[src/rtl/dma_sched_pkg.sv]
package dma_sched_pkg;

    typedef enum logic [1:0] {
        ST_IDLE = 2'd0,
        ST_RD   = 2'd1,
        ST_WR   = 2'd2
    } eng_state_t;

    function automatic logic [15:0] ptr_step(input logic [15:0] p);
        return p + 16'd1;
    endfunction

endpackage

[src/rtl/dma_pend_latch.sv]
module dma_pend_latch #(
    parameter int NCH = 6
) (
    input  logic           clk,
    input  logic           rst,
    input  logic [NCH-1:0] trig,
    input  logic [NCH-1:0] clr,
    output logic [NCH-1:0] pend
);
    always_ff @(posedge clk) begin
        if (rst) pend <= '0;
        else     pend <= (pend & ~clr) | trig;
    end

    AST_TRIG_LATCHED: assert property (@(posedge clk) disable iff (rst)
        (trig != '0) |=> ((pend & $past(trig)) == $past(trig)));
endmodule

[src/rtl/dma_prio_pick.sv]
module dma_prio_pick #(
    parameter int NCH = 6,
    parameter int CHW = 3
) (
    input  logic [NCH-1:0] req,
    output logic           any,
    output logic [CHW-1:0] idx
);
    always_comb begin
        any = 1'b0;
        idx = '0;
        for (int i = NCH - 1; i >= 0; i--) begin
            if (req[i]) begin
                any = 1'b1;
                idx = CHW'(i);
            end
        end
    end
endmodule

[src/rtl/dma_chan_regs.sv]
module dma_chan_regs #(
    parameter int AW = 16,
    parameter int BW = 8,
    parameter int TW = 16
) (
    input  logic          clk,
    input  logic          rst,
    input  logic          load,
    input  logic [BW-1:0] burst_in,
    input  logic [TW-1:0] xfer_in,
    input  logic          oneshot_in,
    input  logic [AW-1:0] src_in,
    input  logic [AW-1:0] dst_in,
    input  logic          adv_src,
    input  logic          adv_dst,
    input  logic          burst_end,
    input  logic          xfer_end,
    output logic [AW-1:0] src,
    output logic [AW-1:0] dst,
    output logic [BW-1:0] burst_len,
    output logic          oneshot,
    output logic          last_burst
);
    logic [TW-1:0] xfer_len;
    logic [TW-1:0] rem;

    always_ff @(posedge clk) begin
        if (rst) begin
            src       <= '0;
            dst       <= '0;
            burst_len <= '0;
            xfer_len  <= '0;
            oneshot   <= 1'b0;
            rem       <= '0;
        end else if (load) begin
            src       <= src_in;
            dst       <= dst_in;
            burst_len <= burst_in;
            xfer_len  <= xfer_in;
            oneshot   <= oneshot_in;
            rem       <= xfer_in;
        end else begin
            if (adv_src)       src <= src + AW'(1);
            if (adv_dst)       dst <= dst + AW'(1);
            if (xfer_end)      rem <= xfer_len;
            else if (burst_end) rem <= rem - TW'(1);
        end
    end

    assign last_burst = (rem == '0);

    AST_LOAD_RESTARTS: assert property (@(posedge clk) disable iff (rst)
        load |=> (rem == $past(xfer_in)));
endmodule

[src/rtl/dma_burst_sched.sv]
module dma_burst_sched
    import dma_sched_pkg::*;
#(
    parameter int NCH = 6,
    parameter int AW  = 16,
    parameter int DW  = 16,
    parameter int BW  = 8,
    parameter int TW  = 16,
    localparam int CHW = $clog2(NCH)
) (
    input  logic           clk,
    input  logic           rst,
    input  logic [NCH-1:0] trig,
    input  logic           cfg_we,
    input  logic [CHW-1:0] cfg_ch,
    input  logic [BW-1:0]  cfg_burst,
    input  logic [TW-1:0]  cfg_xfer,
    input  logic           cfg_oneshot,
    input  logic [AW-1:0]  cfg_src,
    input  logic [AW-1:0]  cfg_dst,
    output logic           rd_req,
    output logic [AW-1:0]  rd_addr,
    input  logic           rd_rdy,
    input  logic [DW-1:0]  rd_data,
    output logic           wr_req,
    output logic [AW-1:0]  wr_addr,
    output logic [DW-1:0]  wr_data,
    input  logic           wr_rdy,
    input  logic           cpu_req,
    output logic           cpu_gnt,
    output logic [NCH-1:0] done
);
    eng_state_t     state;
    logic [CHW-1:0] act_ch;
    logic [BW-1:0]  word_cnt;
    logic [DW-1:0]  data_q;

    logic [NCH-1:0] pend, clr;
    logic           pick_any;
    logic [CHW-1:0] pick_idx;

    logic [AW-1:0]  src_a   [NCH];
    logic [AW-1:0]  dst_a   [NCH];
    logic [BW-1:0]  blen_a  [NCH];
    logic           os_a    [NCH];
    logic           last_a  [NCH];

    logic rd_fire, wr_fire, burst_end, xfer_end;

    assign rd_fire   = (state == ST_RD) && rd_rdy;
    assign wr_fire   = (state == ST_WR) && wr_rdy;
    assign burst_end = wr_fire && (word_cnt == '0);
    assign xfer_end  = burst_end && last_a[act_ch];

    dma_pend_latch #(.NCH(NCH)) u_pend (
        .clk(clk), .rst(rst), .trig(trig), .clr(clr), .pend(pend)
    );

    dma_prio_pick #(.NCH(NCH), .CHW(CHW)) u_pick (
        .req(pend), .any(pick_any), .idx(pick_idx)
    );

    for (genvar c = 0; c < NCH; c++) begin : g_ch
        logic mine;
        assign mine  = (act_ch == CHW'(c));
        assign clr[c] = (state == ST_IDLE) && pick_any && (pick_idx == CHW'(c));

        dma_chan_regs #(.AW(AW), .BW(BW), .TW(TW)) u_regs (
            .clk        (clk),
            .rst        (rst),
            .load       (cfg_we && (cfg_ch == CHW'(c))),
            .burst_in   (cfg_burst),
            .xfer_in    (cfg_xfer),
            .oneshot_in (cfg_oneshot),
            .src_in     (cfg_src),
            .dst_in     (cfg_dst),
            .adv_src    (rd_fire && mine),
            .adv_dst    (wr_fire && mine),
            .burst_end  (burst_end && mine),
            .xfer_end   (xfer_end && mine),
            .src        (src_a[c]),
            .dst        (dst_a[c]),
            .burst_len  (blen_a[c]),
            .oneshot    (os_a[c]),
            .last_burst (last_a[c])
        );
    end

    always_ff @(posedge clk) begin
        if (rst) begin
            state    <= ST_IDLE;
            act_ch   <= '0;
            word_cnt <= '0;
            data_q   <= '0;
            cpu_gnt  <= 1'b0;
            done     <= '0;
        end else begin
            cpu_gnt <= 1'b0;
            done    <= '0;
            unique case (state)
                ST_IDLE: begin
                    if (pick_any) begin
                        act_ch   <= pick_idx;
                        word_cnt <= blen_a[pick_idx];
                        state    <= ST_RD;
                    end
                end
                ST_RD: begin
                    if (rd_rdy) begin
                        data_q <= rd_data;
                        state  <= ST_WR;
                    end
                end
                ST_WR: begin
                    if (wr_rdy) begin
                        cpu_gnt <= cpu_req;
                        if (word_cnt != '0) begin
                            word_cnt <= word_cnt - BW'(1);
                            state    <= ST_RD;
                        end else if (last_a[act_ch]) begin
                            done[act_ch] <= 1'b1;
                            state        <= ST_IDLE;
                        end else if (os_a[act_ch]) begin
                            word_cnt <= blen_a[act_ch];
                            state    <= ST_RD;
                        end else begin
                            state <= ST_IDLE;
                        end
                    end
                end
                default: state <= ST_IDLE;
            endcase
        end
    end

    assign rd_req  = (state == ST_RD);
    assign rd_addr = src_a[act_ch];
    assign wr_req  = (state == ST_WR);
    assign wr_addr = dst_a[act_ch];
    assign wr_data = data_q;

    AST_GNT_AFTER_WRITE: assert property (@(posedge clk) disable iff (rst)
        cpu_gnt |-> $past(wr_req && wr_rdy && cpu_req));
    AST_GNT_NOT_WRITING: assert property (@(posedge clk) disable iff (rst)
        cpu_gnt |-> !wr_req);
    AST_NO_IDLE_GAP: assert property (@(posedge clk) disable iff (rst)
        (wr_req && wr_rdy && word_cnt != '0) |=> rd_req);
    AST_CHANNEL_HELD: assert property (@(posedge clk) disable iff (rst)
        (rd_req || wr_req) |=> $stable(act_ch));
    AST_DONE_ONEHOT: assert property (@(posedge clk) disable iff (rst)
        $onehot0(done));
    AST_DONE_PULSE: assert property (@(posedge clk) disable iff (rst)
        (done != '0) |=> (done == '0));
    AST_DONE_AFTER_WRITE: assert property (@(posedge clk) disable iff (rst)
        (done != '0) |-> $past(wr_req && wr_rdy));
endmodule

[config.mk]
export PLATFORM = sky130hd
export DESIGN_NAME = dma_burst_sched
export DESIGN_NICKNAME = d
export VERILOG_FILES = /design/src/rtl/dma_sched_pkg.sv /design/src/rtl/dma_pend_latch.sv /design/src/rtl/dma_prio_pick.sv /design/src/rtl/dma_chan_regs.sv /design/src/rtl/dma_burst_sched.sv
export SDC_FILE = /design/constraint.sdc
export NUM_CORES = 1
export LEC_CHECK = 0
export BUFFER_PORTS_ARGS = -buffer_cell sky130_fd_sc_hd__buf_4
export CORE_MARGIN = 1.5
export CORE_UTILIZATION = 30
export DETAILED_ROUTE_END_ITERATION = 12
export SETUP_SLACK_MARGIN = 0.02
export SYNTH_ARGS = -nofsm -noshare
export SYNTH_HDL_FRONTEND = slang
export SYNTH_HIERARCHICAL = 1
export SYNTH_SLANG_ARGS = --single-unit
[constraint.sdc]
create_clock -name clk -period 9.5 [get_ports clk]
set_input_delay 0.475 -clock clk [delete_from_list [all_inputs] [get_ports clk]]
set_output_delay 0.475 -clock clk [all_outputs]
set_load 0.05 [all_outputs]
==> impl_results.md <==
* Final Max Tran Viols at 0
* Slowest CP cell: nor4_2
* Routed wire length at 85.72 mm
* Fin crit share at 0.4294
* Sw Share at 0.2782
* EDFF count, synth at 0
* Outcome: finished, final reports clean
* Grt ovf at 0
* First DRT Iteration DRCs at ~1900
* Largest family of logic cells by synthesized area: simple AND/OR/NAND/NOR gates
* Post-route ant nets at 0
* Most frequent cells in the layout: dfxtp_1 (477), nor2_1 (394), nand2_1 (272), a21oi_1 (212), mux2i_1 (203)
* Worst Skew at between 0.03 and 0.04 ns
* Global placer's final weighted congestion at ~0.85
* P_sw at around 0.0014 W
* Share of layout cells above drive strength 1 at 0.1187
* TritonCTS clock tree: built
* Die ar. at slightly above 90000 µm²
* PortBufs at between 100 and 150
* Synth Area in Compound Gates at 0.1696
* Nets@finish at ~3400
* Hold WC Path Type: in2reg
* Avg Vias per Cell at around 5.4
* Clock Sinks at 480
* Initial antenna violation count at 13
* Height of the die at a little over 300 µm
* Asr flop ratio synth at 0
* Max clock buf depth at 3
* Worst-skew pair later-pin latency at roughly 0.63 ns
* Net Count, Synth at about 3400
* Post-Synth Adder-Cell Area at 0.008714
* Max stage delay on crit path at between 0.5 and 0.6 ns
* Hpwl dp at slightly below 60 mm
* Setup TNS at 0 ns
* Clock Power Share at 0.432
* Syn Inst Count at 3289
* Hold buffers post-CTS at 0
* Pwr/cell area at 164.2 nW/µm²
* Warning count from the yosys run at 6
* Seq/Total Area, Yosys at 0.3522
* Internal power at 0.003665 W
* Worst EP arrival at approximately 4.6 ns
* Residual DRC at 0
* Post-synthesis mux area share at 0.1185
* Slew headroom at 0.1767
* Clk slew on worst S/H paths at about 0.06 ns
* CTS Root Cell: clkbuf_16
* Critical path endpoint category: register
* Max VDD drop at 0.1556 mV
* Crit path time final at 4.080 ns
* Post-CTS setup buffer count at 0
* Overall Global Routing Usage at 0.1781
* Slew @ Worst Pin at approximately 1.2 ns
* Leakage at slightly above 10 nW
* Drt pass-1 iters at 5
* Dominant cell type by area after synthesis: dfxtp_1
* Cell variety after synth at 76
* Element type at the critical path start: register
* Core area at 90010 µm²
* Num CTS Buffers at 53
* Fin. Hold Viols at 0
* Avg WL per Cell at between 15 and 20 µm
* #FFs+latches synth at 480
* XOR/XNOR Fraction of Synth Area at 0.05265
* Number of global-route vias before repair at around 22000
* Area share of and/or/nand/nor cells after synthesis at 0.2376
* Most common cell after layout, fill and taps aside: dfxtp_1
* Top-area cell type share of the netlist area at 0.3522
* Dominant synthesized flop cell: dfxtp_1
* Setup violations, final at 0
* Fmax at between 200 and 250 MHz
* Initial Utilization at 0.3031
* # rows at between 100 and 150
* Worst EP required at 10.00 ns
* Logic gate share of total power at 0.142
* Post-Syn Area at between 20000 and 30000 µm²
* Largest net degree at the start of global routing at around 170
* Layout area overhead at 13.40%
* Mean area per synthesized cell at slightly above 8 µm²
* Vias at approximately 24000
* Htree depth at 2
* Flop pwr share at 0.426
* Max FO, Critical Path at 28
* Max_cap viols at 0
* I/O pins at 145
* Ordered list of cells on the worst path: nor4_2 > nand4b_1 > nor3_1 > mux2i_1 > o22ai_1 > o21ai_4 > nor2_1 > buf_4 > or3_1 > nand3_1 > or4_1 > a41o_1
* Ranking of synthesized cells by area: dfxtp_1 (35%), mux2i_1 (7.4%), nor2_1 (5.5%)
* First-pass GRT wire length at around 130 mm
* Kind of critical path: reg2reg
* RSZ-0062 raised after global routing: no
* Design Power at between 0.005 and 0.006 W
* PostCTS Resize Cnt at 0
* Chip width at ~300 µm
==> cell type report <==
class,count,area [µm²]
Fill cell,9387,59080
Tap cell,1176,1471
Antenna cell,2,5.005
Inverter,128,480.5
Clock inverter,11,193.9
Timing Repair Buffer,189,1439
Multi-Input combinational cell,2437,16090
Sequential cell,480,9615
Clock buffer,82,1637
==> critical path, delay by kind of cell, from the launching register on <==
| family | cells | cell delay [ns] |
|---|---|---|
| compound gates | 3 | 0.70 |
| buf+inv | 1 | 0.30 |
| flops | 1 | 0.37 |
| mux | 1 | 0.22 |
| simple gates | 7 | 2.35 |
==> power by group through the flow <==
stage | registers [W] | logic [W] | clock network [W]
after floorplan | 0.00219 | 0.000498 | 0
after detailed placement | 0.00221 | 0.000718 | 0
final | 0.00216 | 0.000722 | 0.00219
after global routing | 0.00217 | 0.000782 | 0.00232
after CTS | 0.00216 | 0.000721 | 0.00224
after global placement | 0.00220 | 0.000713 | 0
==> Yosys cell counts (42+ instances only) <==
library cell	count
dfxtp_1	480
nor2_1	398
nand2_1	272
a21oi_1	212
mux2i_1	203
clkbuf_1	173
a211oi_1	162
nor3_1	137
xnor2_1	134
inv_1	119
nand4_1	92
nand3_1	86
o21ai_0	75
nor4_1	72
nand2b_1	65
or3_1	49
mux4_2	42
==> path summary, 6_finish.rpt <==
kind	to	depth (start not counted)	start	slack (ns)
max reg2reg	g_ch[4].u_regs/rem[13]	12	g_ch[4].u_regs/rem[3]	5.42
min reg2reg	wr_data[14]	2	wr_data[14]	0.45
min	u_pend/pend[2]	3	trig[2]	0.10
max	g_ch[4].u_regs/rem[13]	12	g_ch[4].u_regs/rem[3]	5.42
==> logic make-up (layout without fill, tap and decap cells) <==
kind of cell / count (synthesis) / count (layout)
DFF: 480 / 480
buffers and inverters: 372 / 410
AOI/OAI and AO/OA: 685 / 685
muxes: 267 / 267
xor gates and xnor gates: 164 / 164
and+or+nand+nor: 1302 / 1302
other: 0 / 2
adders and majority gates: 19 / 19
==> metrics by stage <==
| step | cells | hold slack, ns | area [µm²] | worst slack [ns] | util |
|---|---|---|---|---|---|
| floorplan | 3289 | 0.4407 | 27280 | 6.305 | - |
| global placement | 4410 | 0.4438 | 29100 | 5.531 | 0.3233 |
| detailed placement | 4410 | 0.4466 | 29100 | 5.454 | 0.3233 |
| CTS | 4503 | 0.07155 | 30930 | 5.461 | 0.3436 |
| global route | 4504 | 0.09084 | 30930 | 5.193 | 0.3436 |
| finish | 4505 | 0.1020 | 30930 | 5.420 | 0.3437 |
==> per-layer routing <==
metal  global-route usage  up-vias  share of wire
li1                     -    11893              -
met1               0.2354    11678           0.45
met2               0.2851      611           0.45
met3              0.03449      159          0.060
met4              0.07000       14          0.037
met5                    0        -         0.0010
==> state kept, by name, summed over array words and instances (netlist names) <==
name / flops
wr_data: 16
g_ch.u_regs/dst: 96
state: 2
g_ch.u_regs/xfer_len: 96
u_pend/pend: 6
cpu_gnt: 1
g_ch.u_regs/burst_len: 48
act_ch: 3
done: 6
word_cnt: 8
g_ch.u_regs/oneshot: 6
g_ch.u_regs/rem: 96
g_ch.u_regs/src: 96
(Power assumes the default switching activity.)
